$ cat config.mk
export PLATFORM = sky130hd
export DESIGN_NAME = cascade_irqc
export DESIGN_NICKNAME = d
export VERILOG_FILES = /design/src/rtl/irqc_pkg.sv /design/src/rtl/irqc_bank.sv /design/src/rtl/irqc_lowfind.sv /design/src/rtl/cascade_irqc.sv
export SDC_FILE = /design/constraint.sdc
export NUM_CORES = 1
export LEC_CHECK = 0
export BUFFER_PORTS_ARGS = -buffer_cell sky130_fd_sc_hd__buf_2
export CORE_MARGIN = 2
export CORE_UTILIZATION = 50
export CTS_CLUSTER_DIAMETER = 80
export CTS_CLUSTER_SIZE = 20
export DETAILED_ROUTE_END_ITERATION = 16
export MAX_ROUTING_LAYER = met4
export PLACE_DENSITY_LB_ADDON = 0.08
export SLEW_MARGIN = 5
export SYNTH_ARGS = -nofsm -noshare
export SYNTH_HDL_FRONTEND = slang
export SYNTH_HIERARCHICAL = 1
export SYNTH_SLANG_ARGS = --single-unit
export TNS_END_PERCENT = 100
$ cat constraint.sdc
create_clock -name clk -period 6.54 [get_ports clk]
set_clock_uncertainty 0.05 [all_clocks]
set_input_delay 1.308 -clock clk [delete_from_list [all_inputs] [get_ports clk]]
set_output_delay 1.308 -clock clk [all_outputs]
set_load 0.02 [all_outputs]
$ cat src/rtl/irqc_pkg.sv
package irqc_pkg;
  localparam int DW        = 32;
  localparam int NPRI_DEF  = 40;
  localparam int NSEC_DEF  = 32;
  localparam int AW_DEF    = 12;
  // word addresses (byte address / 4)
  localparam int W_PSTAT   = 'h00;
  localparam int W_PCLR    = 'h04;
  localparam int W_PSET    = 'h08;
  localparam int W_PENCLR  = 'h0C;
  localparam int W_INDEX   = 'h10;
  localparam int W_SPARE0  = 'h11;
  localparam int W_POL     = 'h14;
  localparam int W_TYP     = 'h18;
  localparam int W_SSTAT   = 'h20;
  localparam int W_SCLR    = 'h22;
  localparam int W_SSET    = 'h24;
  localparam int W_SENCLR  = 'h26;
  localparam int W_SPARE1  = 'h28;
  localparam int W_CHMAP   = 'h80;
endpackage

$ cat src/rtl/irqc_bank.sv
module irqc_bank #(
  parameter int W = 32
) (
  input  logic         clk,
  input  logic         rst,
  input  logic [W-1:0] lvl,
  input  logic [W-1:0] en_set,
  input  logic [W-1:0] en_clr,
  input  logic [W-1:0] pd_clr,
  output logic [W-1:0] pend,
  output logic [W-1:0] en
);
  always_ff @(posedge clk) begin
    if (rst) begin
      pend <= '0;
      en   <= '0;
    end else begin
      en   <= (en | en_set) & ~en_clr;
      pend <= (pend | lvl) & ~pd_clr;
    end
  end
endmodule

$ cat src/rtl/irqc_lowfind.sv
module irqc_lowfind #(
  parameter int W  = 40,
  parameter int IW = 6
) (
  input  logic [W-1:0]  vec,
  output logic [IW-1:0] idx
);
  always_comb begin
    idx = '0;
    for (int i = W - 1; i >= 0; i--) begin
      if (vec[i]) idx = IW'(i);
    end
  end
endmodule

$ cat src/rtl/cascade_irqc.sv
module cascade_irqc
  import irqc_pkg::*;
#(
  parameter int NPRI = NPRI_DEF,
  parameter int NSEC = NSEC_DEF,
  parameter int AW   = AW_DEF
) (
  input  logic            clk,
  input  logic            rst,
  input  logic            bus_wr,
  input  logic            bus_rd,
  input  logic [AW-1:0]   bus_addr,
  input  logic [DW-1:0]   bus_wdata,
  output logic [DW-1:0]   bus_rdata,
  input  logic [NPRI-1:0] prim_src,
  input  logic [NSEC-1:0] sec_src,
  output logic            irq_out
);
  localparam int NWORD = (NPRI + DW - 1) / DW;
  localparam int IW    = $clog2(NPRI);
  localparam int WAW   = AW - 2;

  logic [WAW-1:0] wa;
  logic           aligned;
  assign wa      = bus_addr[AW-1:2];
  assign aligned = (bus_addr[1:0] == 2'b00);

  logic [NPRI-1:0] p_pend, p_en, p_set, p_enc, p_pclr, p_lvl;
  logic [NSEC-1:0] s_pend, s_en, s_set, s_enc, s_pclr;
  logic [NPRI-1:0] pol_q, typ_q;
  logic [DW-1:0]   spare0_q, spare1_q;
  logic            casc;
  logic [IW-1:0]   top_idx;

  // write strobes, one bit per source
  always_comb begin
    for (int i = 0; i < NPRI; i++) begin
      p_set[i]  = bus_wr && aligned && (int'(wa) == W_PSET   + i / DW) && bus_wdata[i % DW];
      p_enc[i]  = bus_wr && aligned && (int'(wa) == W_PENCLR + i / DW) && bus_wdata[i % DW];
      p_pclr[i] = bus_wr && aligned && (int'(wa) == W_PCLR   + i / DW) && bus_wdata[i % DW];
    end
    for (int i = 0; i < NSEC; i++) begin
      s_set[i]  = bus_wr && aligned && (int'(wa) == W_SSET)   && bus_wdata[i];
      s_enc[i]  = bus_wr && aligned && (int'(wa) == W_SENCLR) && bus_wdata[i];
      s_pclr[i] = bus_wr && aligned && (int'(wa) == W_SCLR)   && bus_wdata[i];
    end
  end

  assign casc  = |(s_pend & s_en);
  assign p_lvl = {prim_src[NPRI-1:1], prim_src[0] | casc};

  irqc_bank #(.W(NSEC)) u_sec (
    .clk(clk), .rst(rst), .lvl(sec_src), .en_set(s_set), .en_clr(s_enc),
    .pd_clr(s_pclr), .pend(s_pend), .en(s_en)
  );

  irqc_bank #(.W(NPRI)) u_pri (
    .clk(clk), .rst(rst), .lvl(p_lvl), .en_set(p_set), .en_clr(p_enc),
    .pd_clr(p_pclr), .pend(p_pend), .en(p_en)
  );

  irqc_lowfind #(.W(NPRI), .IW(IW)) u_find (
    .vec({p_pend[NPRI-1:1] & p_en[NPRI-1:1], 1'b0}),
    .idx(top_idx)
  );

  always_ff @(posedge clk) begin
    if (rst) irq_out <= 1'b0;
    else     irq_out <= |(p_pend & p_en);
  end

  // plain storage registers
  always_ff @(posedge clk) begin
    if (rst) begin
      pol_q    <= '0;
      typ_q    <= '0;
      spare0_q <= '0;
      spare1_q <= '0;
    end else if (bus_wr && aligned) begin
      if (int'(wa) == W_SPARE0) spare0_q <= bus_wdata;
      if (int'(wa) == W_SPARE1) spare1_q <= bus_wdata;
      for (int i = 0; i < NPRI; i++) begin
        if (int'(wa) == W_POL + i / DW) pol_q[i] <= bus_wdata[i % DW];
        if (int'(wa) == W_TYP + i / DW) typ_q[i] <= bus_wdata[i % DW];
      end
    end
  end

  // channel map: RAM without reset, plus reset-cleared written flags
  logic [IW-1:0]  ch_mem [0:NPRI-1];
  logic [NPRI-1:0] ch_vld;
  logic [WAW-1:0] ch_off;
  logic [IW-1:0]  ch_i;
  logic           ch_hit;
  logic [IW-1:0]  ch_q;
  logic           ch_sel_q;

  assign ch_off = wa - WAW'(W_CHMAP);
  assign ch_hit = aligned && (int'(wa) >= W_CHMAP) && (int'(ch_off) < NPRI);
  assign ch_i   = ch_off[IW-1:0];

  always_ff @(posedge clk) begin
    if (bus_wr && ch_hit) ch_mem[ch_i] <= bus_wdata[IW-1:0];
    ch_q <= ch_mem[ch_i];
  end

  always_ff @(posedge clk) begin
    if (rst) begin
      ch_vld   <= '0;
      ch_sel_q <= 1'b0;
    end else begin
      if (bus_wr && ch_hit) ch_vld[ch_i] <= 1'b1;
      ch_sel_q <= bus_rd && ch_hit && ch_vld[ch_i];
    end
  end

  // register read path
  function automatic logic [DW-1:0] pword(input logic [NPRI-1:0] v, input int g);
    logic [DW-1:0] r;
    r = '0;
    for (int b = 0; b < DW; b++) begin
      if (g * DW + b < NPRI) r[b] = v[g * DW + b];
    end
    return r;
  endfunction

  logic [DW-1:0] rd_mux, reg_q;
  always_comb begin
    rd_mux = '0;
    if (aligned) begin
      for (int g = 0; g < NWORD; g++) begin
        if (int'(wa) == W_PSTAT + g || int'(wa) == W_PCLR + g)   rd_mux = pword(p_pend, g);
        if (int'(wa) == W_PSET + g  || int'(wa) == W_PENCLR + g) rd_mux = pword(p_en, g);
        if (int'(wa) == W_POL + g) rd_mux = pword(pol_q, g);
        if (int'(wa) == W_TYP + g) rd_mux = pword(typ_q, g);
      end
      if (int'(wa) == W_INDEX)  rd_mux = DW'(top_idx);
      if (int'(wa) == W_SPARE0) rd_mux = spare0_q;
      if (int'(wa) == W_SPARE1) rd_mux = spare1_q;
      if (int'(wa) == W_SSTAT || int'(wa) == W_SCLR)   rd_mux = DW'(s_pend);
      if (int'(wa) == W_SSET  || int'(wa) == W_SENCLR) rd_mux = DW'(s_en);
    end
  end

  always_ff @(posedge clk) begin
    if (rst)         reg_q <= '0;
    else if (bus_rd) reg_q <= rd_mux;
  end

  assign bus_rdata = ch_sel_q ? DW'(ch_q) : reg_q;
endmodule

Word level (Yosys, flattened, before mapping). Memories as Yosys holds them, arrays and structs flattened. A register that Yosys moved wholly into a read port is not among the register bits. Index checks and enable logic that the tools add are counted.

Register bits: 362. RAM bits: 240. Logic and storage cells: 363. Memories kept: 1.

$add $sub $neg: 1. Order comparisons: 4. Equal/unequal tests: 18. Mux-type cells: 60. Bitwise operators: 17. Reduce and logical (&&, ||, !) cells: 248.

Memories: ch_mem (depth 40, bits a word 6, rd ports 1, clocked after memory_dff 1, write ports 1, RTL line cascade_irqc.sv:90) `logic [IW-1:0] ch_mem [0:NPRI-1];`.

Operators by type and width (count): $mux W32 (15); $mux W6 (39); $logic_and A1 B1 Y1 (232); $and A40 B40 Y40 (3); $or A40 B40 Y40 (3); $and A32 B32 Y32 (3); $not A40 Y40 (2); $not A32 Y32 (2); $or A32 B32 Y32 (2); $eq A10 B6 Y1 const B (6); $eq A10 B7 Y1 const B (5); $eq A10 B5 Y1 const B (4); $reduce_or A40 Y1 (1); $and A39 B39 Y39 (1); $reduce_or A32 Y1 (1); $eq A10 B4 Y1 const B (2); $reduce_and A2 Y1 (6); $eq A10 B2 Y1 const B (1); $ge A10 B8 Y1 const B (1); $logic_not A10 Y1 (1); $lt A10 B6 Y1 const B (1); $sub A10 B8 Y10 const B (1); $lt A6 B7 Y1 const B (1); $bmux W1 S6 (1); 6 further kinds (14).

Depth between registers and ports, before layout. Gate-level depths: netlist (run 1).

Word-level depth: 46. Depth in mapped cells: 11. Mapped depth without buffers: 11.

Cells and area by module. Netlist (run 1), hierarchy kept.

Modules (own cells, without submodules): cascade_irqc (instances 1, cells each 2262, area each 22786.9 µm²); irqc_bank (u_pri) (instances 1, cells each 249, area each 2803.9 µm²); irqc_bank (u_sec) (instances 1, cells each 199, area each 2311.0 µm²); irqc_lowfind (instances 1, cells each 83, area each 504.2 µm²).

Worst setup path before layout (run 1). No wires, ideal clock.

Path type: input port to flip-flop. Start point: input port bus_addr[2]. End point: memory ch_mem[8][0], enable pin. Data arrival time: 3.226 ns. Required time: 6.101 ns. Setup slack: 2.875 ns. Cell stages on the path: 5. Buffers on the path: 3. Cell sequence: or4b_2 > buf_2 > clkbuf_1 > clkbuf_1 > nor4_1.

Longest elaborated chain between the ends: 6.

RTL lines: start, declared (RTL line cascade_irqc.sv:12) `input logic [AW-1:0] bus_addr,`; $sub A10 B8 Y10 / $ge A10 B8 Y1 (equally long branches) (RTL line cascade_irqc.sv:98, cascade_irqc.sv:99); $lt A10 B6 Y1 / $logic_and A1 B1 Y1 (equally long branches) (RTL line cascade_irqc.sv:99) `assign ch_hit = aligned && (int'(wa) >= W_CHMAP) && (int'(ch_off) < NPRI);`; $logic_and A1 B1 Y1 (RTL line cascade_irqc.sv:99); $logic_and A1 B1 Y1 (RTL line cascade_irqc.sv:103) `if (bus_wr && ch_hit) ch_mem[ch_i] <= bus_wdata[IW-1:0];`; $mux W1 (RTL line cascade_irqc.sv:103); $mux W1 (implied by the code) (RTL line cascade_irqc.sv:103); end, declared (RTL line cascade_irqc.sv:90).

Several ways; a longest one is shown, not always the timed one.

Worst setup path in the final report (run 1).
Start point: input port bus_addr[7]. End point: register reg_q[3].

Longest elaborated chain between the ends: 16.

RTL lines: $eq A10 B4 Y1 / $logic_not A10 Y1 (equally long branches) (RTL line cascade_irqc.sv:132) `if (int'(wa) == W_PSTAT + g || int'(wa) == W_PCLR + g) rd_mux = pword(p_pend, g);`; $logic_or A1 B1 Y1 (RTL line cascade_irqc.sv:132); $mux W32 (RTL line cascade_irqc.sv:132); $mux W32 (RTL line cascade_irqc.sv:133) `if (int'(wa) == W_PSET + g || int'(wa) == W_PENCLR + g) rd_mux = pword(p_en, g);`; $mux W32 (RTL line cascade_irqc.sv:134) `if (int'(wa) == W_POL + g) rd_mux = pword(pol_q, g);`; $mux W32 (RTL line cascade_irqc.sv:135) `if (int'(wa) == W_TYP + g) rd_mux = pword(typ_q, g);`; $mux W32 (RTL line cascade_irqc.sv:132); $mux W32 (RTL line cascade_irqc.sv:133); $mux W32 (RTL line cascade_irqc.sv:134); $mux W32 (RTL line cascade_irqc.sv:135); $mux W32 (RTL line cascade_irqc.sv:137) `if (int'(wa) == W_INDEX) rd_mux = DW'(top_idx);`; $mux W32 (RTL line cascade_irqc.sv:138) `if (int'(wa) == W_SPARE0) rd_mux = spare0_q;`; $mux W32 (RTL line cascade_irqc.sv:139) `if (int'(wa) == W_SPARE1) rd_mux = spare1_q;`; $mux W32 (RTL line cascade_irqc.sv:140) `if (int'(wa) == W_SSTAT || int'(wa) == W_SCLR) rd_mux = DW'(s_pend);`; $mux W32 * (RTL line cascade_irqc.sv:141) `if (int'(wa) == W_SSET || int'(wa) == W_SENCLR) rd_mux = DW'(s_en);`; $mux W32 * (RTL line cascade_irqc.sv:130) `if (aligned) begin`; end signal, assigned (RTL line cascade_irqc.sv:147) `else if (bus_rd) reg_q <= rd_mux;`; end, declared (RTL line cascade_irqc.sv:127) `logic [DW-1:0] rd_mux, reg_q;`.

Mark *: on every way between the ends. The rest lies on a longest branch, timed or not. A chain may end at the register's enable or synchronous reset.

==> results.txt, run 1 <==
status - finished clean
post-detail-place hpwl - 61200 µm
largest net degree at the start of global routing - 171
area leader, netlist - dfxtp_1
Initial Utilization - 0.505
synthesized flop and latch total - 608
commonest cells in the netlist - dfxtp_1 (368), nand2_1 (347), nor2_1 (272)
Worst Hold Depth - 2
grt ovf - 0
share of cells above drive strength 1 - 0.183
IO Pins - 153
CTS Sinks - 608
Final nets - 2937
Tot GR Track Use - 0.318
final hold viol count - 0
DR DRC count - 0
crit start category - primary input
number of synthesized flops with an enable pin - 240
Core ar. - 56300 µm²
sequential share of the synthesized area - 0.513
most frequent cell after synthesis - dfxtp_1
Max IR drop VDD - 0.000263 V
hold worst-path end - pol_q[38]
setup repair bufs after CTS - 0
worst relative slew slack - 0.154
Yosys warnings - 6
Unique masters post-synth - 76
vias in the first global route - 21000
row cnt - 87
Initial DRC Count - 2341
Final TNS setup - 0 ns
Root Driver - clkbuf_16
H-tree depth - 2
Final GP Congestion - 0.964
Power Dens Cells - 233 nW/µm²
synth-to-layout area growth - 8.36%
HP Class - flip-flop to flip-flop
Tot Pwr - 7.18 mW
worst slew pin tran - 1.27 ns
reg-to-reg setup timing slack - 3.46 ns
TritonCTS clock tree - built
PostCTS Resize Cnt - 0
CTS clk-pin slew, worst paths - 0.08 ns
layout filler cell count - 4974
share of the synthesized area in the top cell type - 0.259
DR WL/cell - 25.7 µm
die area - 58700 µm²
data required time of the worst path - 6.95 ns
CTS max path bufs - 3
Setup crit end kind - flip-flop
critical path peak fanout - 26
Period minus WS final - 4.14 ns
ys flop type - dfxtp_1
async set-reset flop share out of synthesis - 0
r2r worst-path depth - 11
Tcrit/Tclk final - 0.633
CP arrival - 4.55 ns
utilization after layout - 0.547
Clock Latency Late Sink - 0.60 ns
Max-cap violations - 0
synthesized cell area - 28400 µm²
RSZ-0062 raised after global routing - false
Leak Pwr - 10.8 nW
Die X - 242 µm
first-pass GRT wire length - 137000 µm
final WL - 92500 µm
syn avg cell area - 10.2 µm²
initial antenna violation count - 3
drt first pass iters - 8
Synth Instances - 2793
cts-stage hold buffer count - 0
PortBufs - 152
Reg-to-Reg Start - u_pri/en[38]
worst r2r dst - reg_q[2]
top cells by area, synth - dfxtp_1 (26%), edfxtp_1 (25%), and2_1 (5.7%)
Pins Over Slew Limit - 0
Num CTS Buffers - 40
Via Count - 22100
max frequency - 242 MHz
Post-DRT Antenna Nets - 0
hold path start - pol_q[38]
Setup-failing EPs final - 0
drt via density - 6.14
Die Ht - 242 µm
CP Class - primary input to flip-flop
## cells by family after synthesis
family / synth area share
buffers and inverters: 0.0422
other: 0.000132
muxes: 0.0684
adders and majority gates: 0.000440
and+or+nand+nor: 0.239
DFF: 0.513
xor gates and xnor gates: 0.000308
AOI/OAI and AO/OA: 0.136
## worst max-delay path: stages
cell	delay [ns]
buf_2	0.23
or4_1	0.88
nor2_4	0.87
nand2_1	0.26
o21ai_0	0.25
a211oi_1	0.21
o41ai_1	0.53
## through the flow
step                      setup slack (ns)  cells  instance area, µm²  hold WS (ns)
after floorplan                       2.87   2795               28400         0.377
after global placement                1.81   3530               29500         0.388
after detailed placement              1.80   3530               29500         0.394
after CTS                             2.43   3598               30800         0.405
after global routing                  2.29   3600               30800         0.419
final                                 2.40   3601               30800         0.404
## layout make-up
cell class                 instances  area, µm²  share of cell area
antenna                            3       7.51            0.000244
multi-input combinational       1942      12700               0.413
timing repair buffer             197       1130              0.0367
inverter                          27        101             0.00329
sequential                       608      14600               0.473
clock buffer                      56       1130              0.0369
clock inverter                    12        169             0.00549
tap                              756        946              0.0307
## how the worst max path moves through the flow
stage	from	end	cells after the start	slack, ns
after floorplan	bus_addr[2]	ch_mem[8][0]	5	2.87
after global placement	bus_addr[7]	reg_q[3]	7	1.81
after detailed placement	bus_addr[7]	reg_q[3]	7	1.80
after CTS	bus_addr[7]	reg_q[3]	7	2.43
after global routing	bus_addr[5]	typ_q[35]	7	2.29
final	bus_addr[7]	reg_q[3]	7	2.40
## cell usage in the layout, fill, tap and decap left out, types with 11 or more instances in the layout
cell type  instances
nand2b_1          21
a21o_1            29
a221oi_1          33
mux2i_1           30
nor3_1            27
clkbuf_16         43
a31oi_1           18
buf_4             47
nor2_1           270
a22oi_1           52
mux4_2            69
and2_1           259
nor4_1            14
nor3_4            12
inv_1             24
nand3_1           30
or3_1             11
buf_2            148
nand2_1          347
or2_2             14
clkbuf_1          12
dfxtp_1          368
o21ai_0           71
nor3_2           142
o211ai_1          18
a22o_1            21
edfxtp_1         240
a21oi_1          233
nor2b_1           42
o21a_1            34
o22ai_1           13
## flip-flops by register name, summed over array words and instances (netlist names), 40 cells and up
signal / count
typ_q: 40
ch_mem: 240
ch_vld: 40
u_pri/pend: 40
pol_q: 40
u_pri/en: 40
## routing by layer
| metal | wire length, µm | vias up | share of wire | track usage |
|---|---|---|---|---|
| met3 | 6010 | 215 | 0.065 | 0.0372 |
| met1 | 37600 | 10900 | 0.41 | 0.405 |
| li1 | - | 10000 | - | - |
| met4 | 4680 | 0 | 0.051 | 0.140 |
| met5 | 0 | - | 0 | - |
| met2 | 44200 | 968 | 0.48 | 0.514 |
## power breakdown
group / internal (mW) / switching [mW] / leakage (nW)
Sequential: 3.97 / 0.0350 / 5.15
Combinational: 0.136 / 0.329 / 5.05
Clock: 1.33 / 1.39 / 0.635
No activity file was read; power rests on OpenSTA's default activity.
==> run 2, diff against run 1 <==
ABC_AREA = 1   (was default)
clock period = 4 ns   (was 6.54 ns; I/O delays follow)
==> run 2 against run 1 <==
Synthesized area down 4.1%. Hold slack got worse by 0.023 ns. Synthesized cell count up 20%. Cell count is 16% higher. Sequential share of layout area rose by 1.5 points. Utilization rose by 0.73 points. First-iteration DRC count is 18% higher. Count of clock-buffer cells in the layout rose by 1. Sequential cell count is the same. Routed wire length down 5.1%. Critical endpoint is now reg_q[0]. Largest power group unchanged.
==> results.txt, run 2 <==
drt via density - 5.63
Most common cell on crit path - nand2_1
grt ovf - 0
Num CTS Buffers - 38
synth-to-layout area growth - 9.43%
number of synthesized flops with an enable pin - 240
Final nets - 3573
most common cell after layout, fill and taps aside - nor2_1
Final GP Congestion - 0.989
most frequent cell after synthesis - nor2_1
share of cells above drive strength 1 - 0.107
RSZ-0062 raised after global routing - false
crit start category - flip-flop
synthesized flop and latch total - 608
max FFs per register - 240
sequential share of the synthesized area - 0.535
final WL - 87800 µm
HP Class - primary input to flip-flop
Core ar. - 53800 µm²
Post-DRT Antenna Nets - 0
status - finished clean
share of the synthesized area in the top cell type - 0.270
Initial DRC Count - 2752
Pins Over Slew Limit - 0
Tcrit/Tclk final - 0.876
CTS clk-pin slew, worst paths - 0.09 ns
CP max stage cell - dfxtp_1
DR DRC count - 0
DR WL/cell - 21.0 µm
Period minus WS final - 3.50 ns
setup repair bufs after CTS - 0
cts-stage hold buffer count - 0
vias in the first global route - 21300
TritonCTS clock tree - built
CTS max path bufs - 3
Initial Utilization - 0.506
Unique masters post-synth - 53
Post-DP Area - 28600 µm²
async set-reset flop share out of synthesis - 0
Synth Instances - 3359
worst slew pin tran - 0.889 ns
CTS Sinks - 608
IO Pins - 153
PostCTS Resize Cnt - 0
Power Dens Cells - 384 nW/µm²
final hold viol count - 0
commonest cells in the netlist - nor2_1 (604), nand2_1 (550), inv_1 (473)
critical path peak fanout - 3
PortBufs - 152
layout filler cell count - 5055
CP Class - flip-flop to flip-flop
WHS - 0.381 ns
data required time of the worst path - 4.40 ns
Max IR drop VDD - 0.000284 V
post-detail-place hpwl - 61200 µm
CP arrival - 3.90 ns
area leader, netlist - dfxtp_1
register name with the most flops - ch_mem
Tot Pwr - 11.4 mW
first-pass GRT wire length - 131000 µm
top cells by area, synth - dfxtp_1 (27%), edfxtp_1 (26%), nor2_1 (8.3%)
Via Count - 23500
H-tree depth - 2
synthesized cell area - 27300 µm²
Max-cap violations - 0
Final TNS setup - 0 ns
die area - 56400 µm²
row cnt - 85
syn avg cell area - 8.11 µm²
Tot GR Track Use - 0.315
Setup-failing EPs final - 0
design area - 29800 µm²
Yosys warnings - 6
largest net degree at the start of global routing - 104
worst relative slew slack - 0.407
CP max stage delay - 0.45 ns
Leak Pwr - 12.1 nW
most frequent cells in the layout - nor2_1 (603), nand2_1 (547), inv_1 (472)
Root Driver - clkbuf_16
Die Ht - 237 µm
max frequency - 285 MHz
ys flop type - dfxtp_1
Die X - 237 µm
drt first pass iters - 5
Setup crit end kind - flip-flop
initial antenna violation count - 6
Clock Latency Late Sink - 0.59 ns
-- run 2: metal layers --
metal	GRT usage	part of all wire	vias to the layer above
li1	-	-	11100
met1	0.487	0.47	11200
met2	0.425	0.40	1149
met3	0.0592	0.11	95
met4	0.0682	0.019	0
met5	-	0	-
-- run 2: cell families after synthesis --
kind of cell,share of synthesized area
AOI/OAI and AO/OA,0.155
xor gates and xnor gates,0.000321
adders and majority gates,0.000459
buffers and inverters,0.0979
DFF,0.535
muxes,0.00248
other,0.000138
and+or+nand+nor,0.209
-- run 2: report_power, final --
group	switching (mW)	internal (mW)
registers	0.0574	6.48
logic	0.523	0.191
clock network	2.17	2.02
total	2.75	8.70
-- run 2: worst paths after layout --
check / slack [ns] / endpoint / cells after the start / from
max: 0.50 / reg_q[0] / 48 / u_pri/pend[38]
min: 0.38 / u_sec/pend[6] / 3 / sec_src[6]
max reg2reg: 0.50 / reg_q[0] / 48 / u_pri/pend[38]
min reg2reg: 0.40 / spare0_q[31] / 2 / spare0_q[31]
-- run 2: per-stage QoR --
step	util	cells	worst slack (ns)
global placement	0.532	4108	0.615
floorplan	-	3361	1.17
CTS	0.554	4177	0.575
global route	0.554	4181	0.0512
detailed placement	0.532	4108	0.571
finish	0.554	4181	0.497
-- run 2: final cells by class --
cell class,instances,area (µm²),area share
Antenna cell,4,10.0,0.000336
Clock inverter,12,151,0.00508
Tap cell,696,871,0.0292
Timing Repair Buffer,214,1250,0.0419
Inverter,498,1880,0.0631
Clock buffer,57,1050,0.0353
Multi-Input combinational cell,2092,10000,0.336
Sequential cell,608,14600,0.489
-- run 2: worst max-delay path, delay by kind of cell (launching register included) --
family	cells	cell delay [ns]
AND/OR/NAND/NOR	44	2.62
AO/OA/AOI/OAI	2	0.11
flip-flops	1	0.45
buffers and inverters	2	0.12
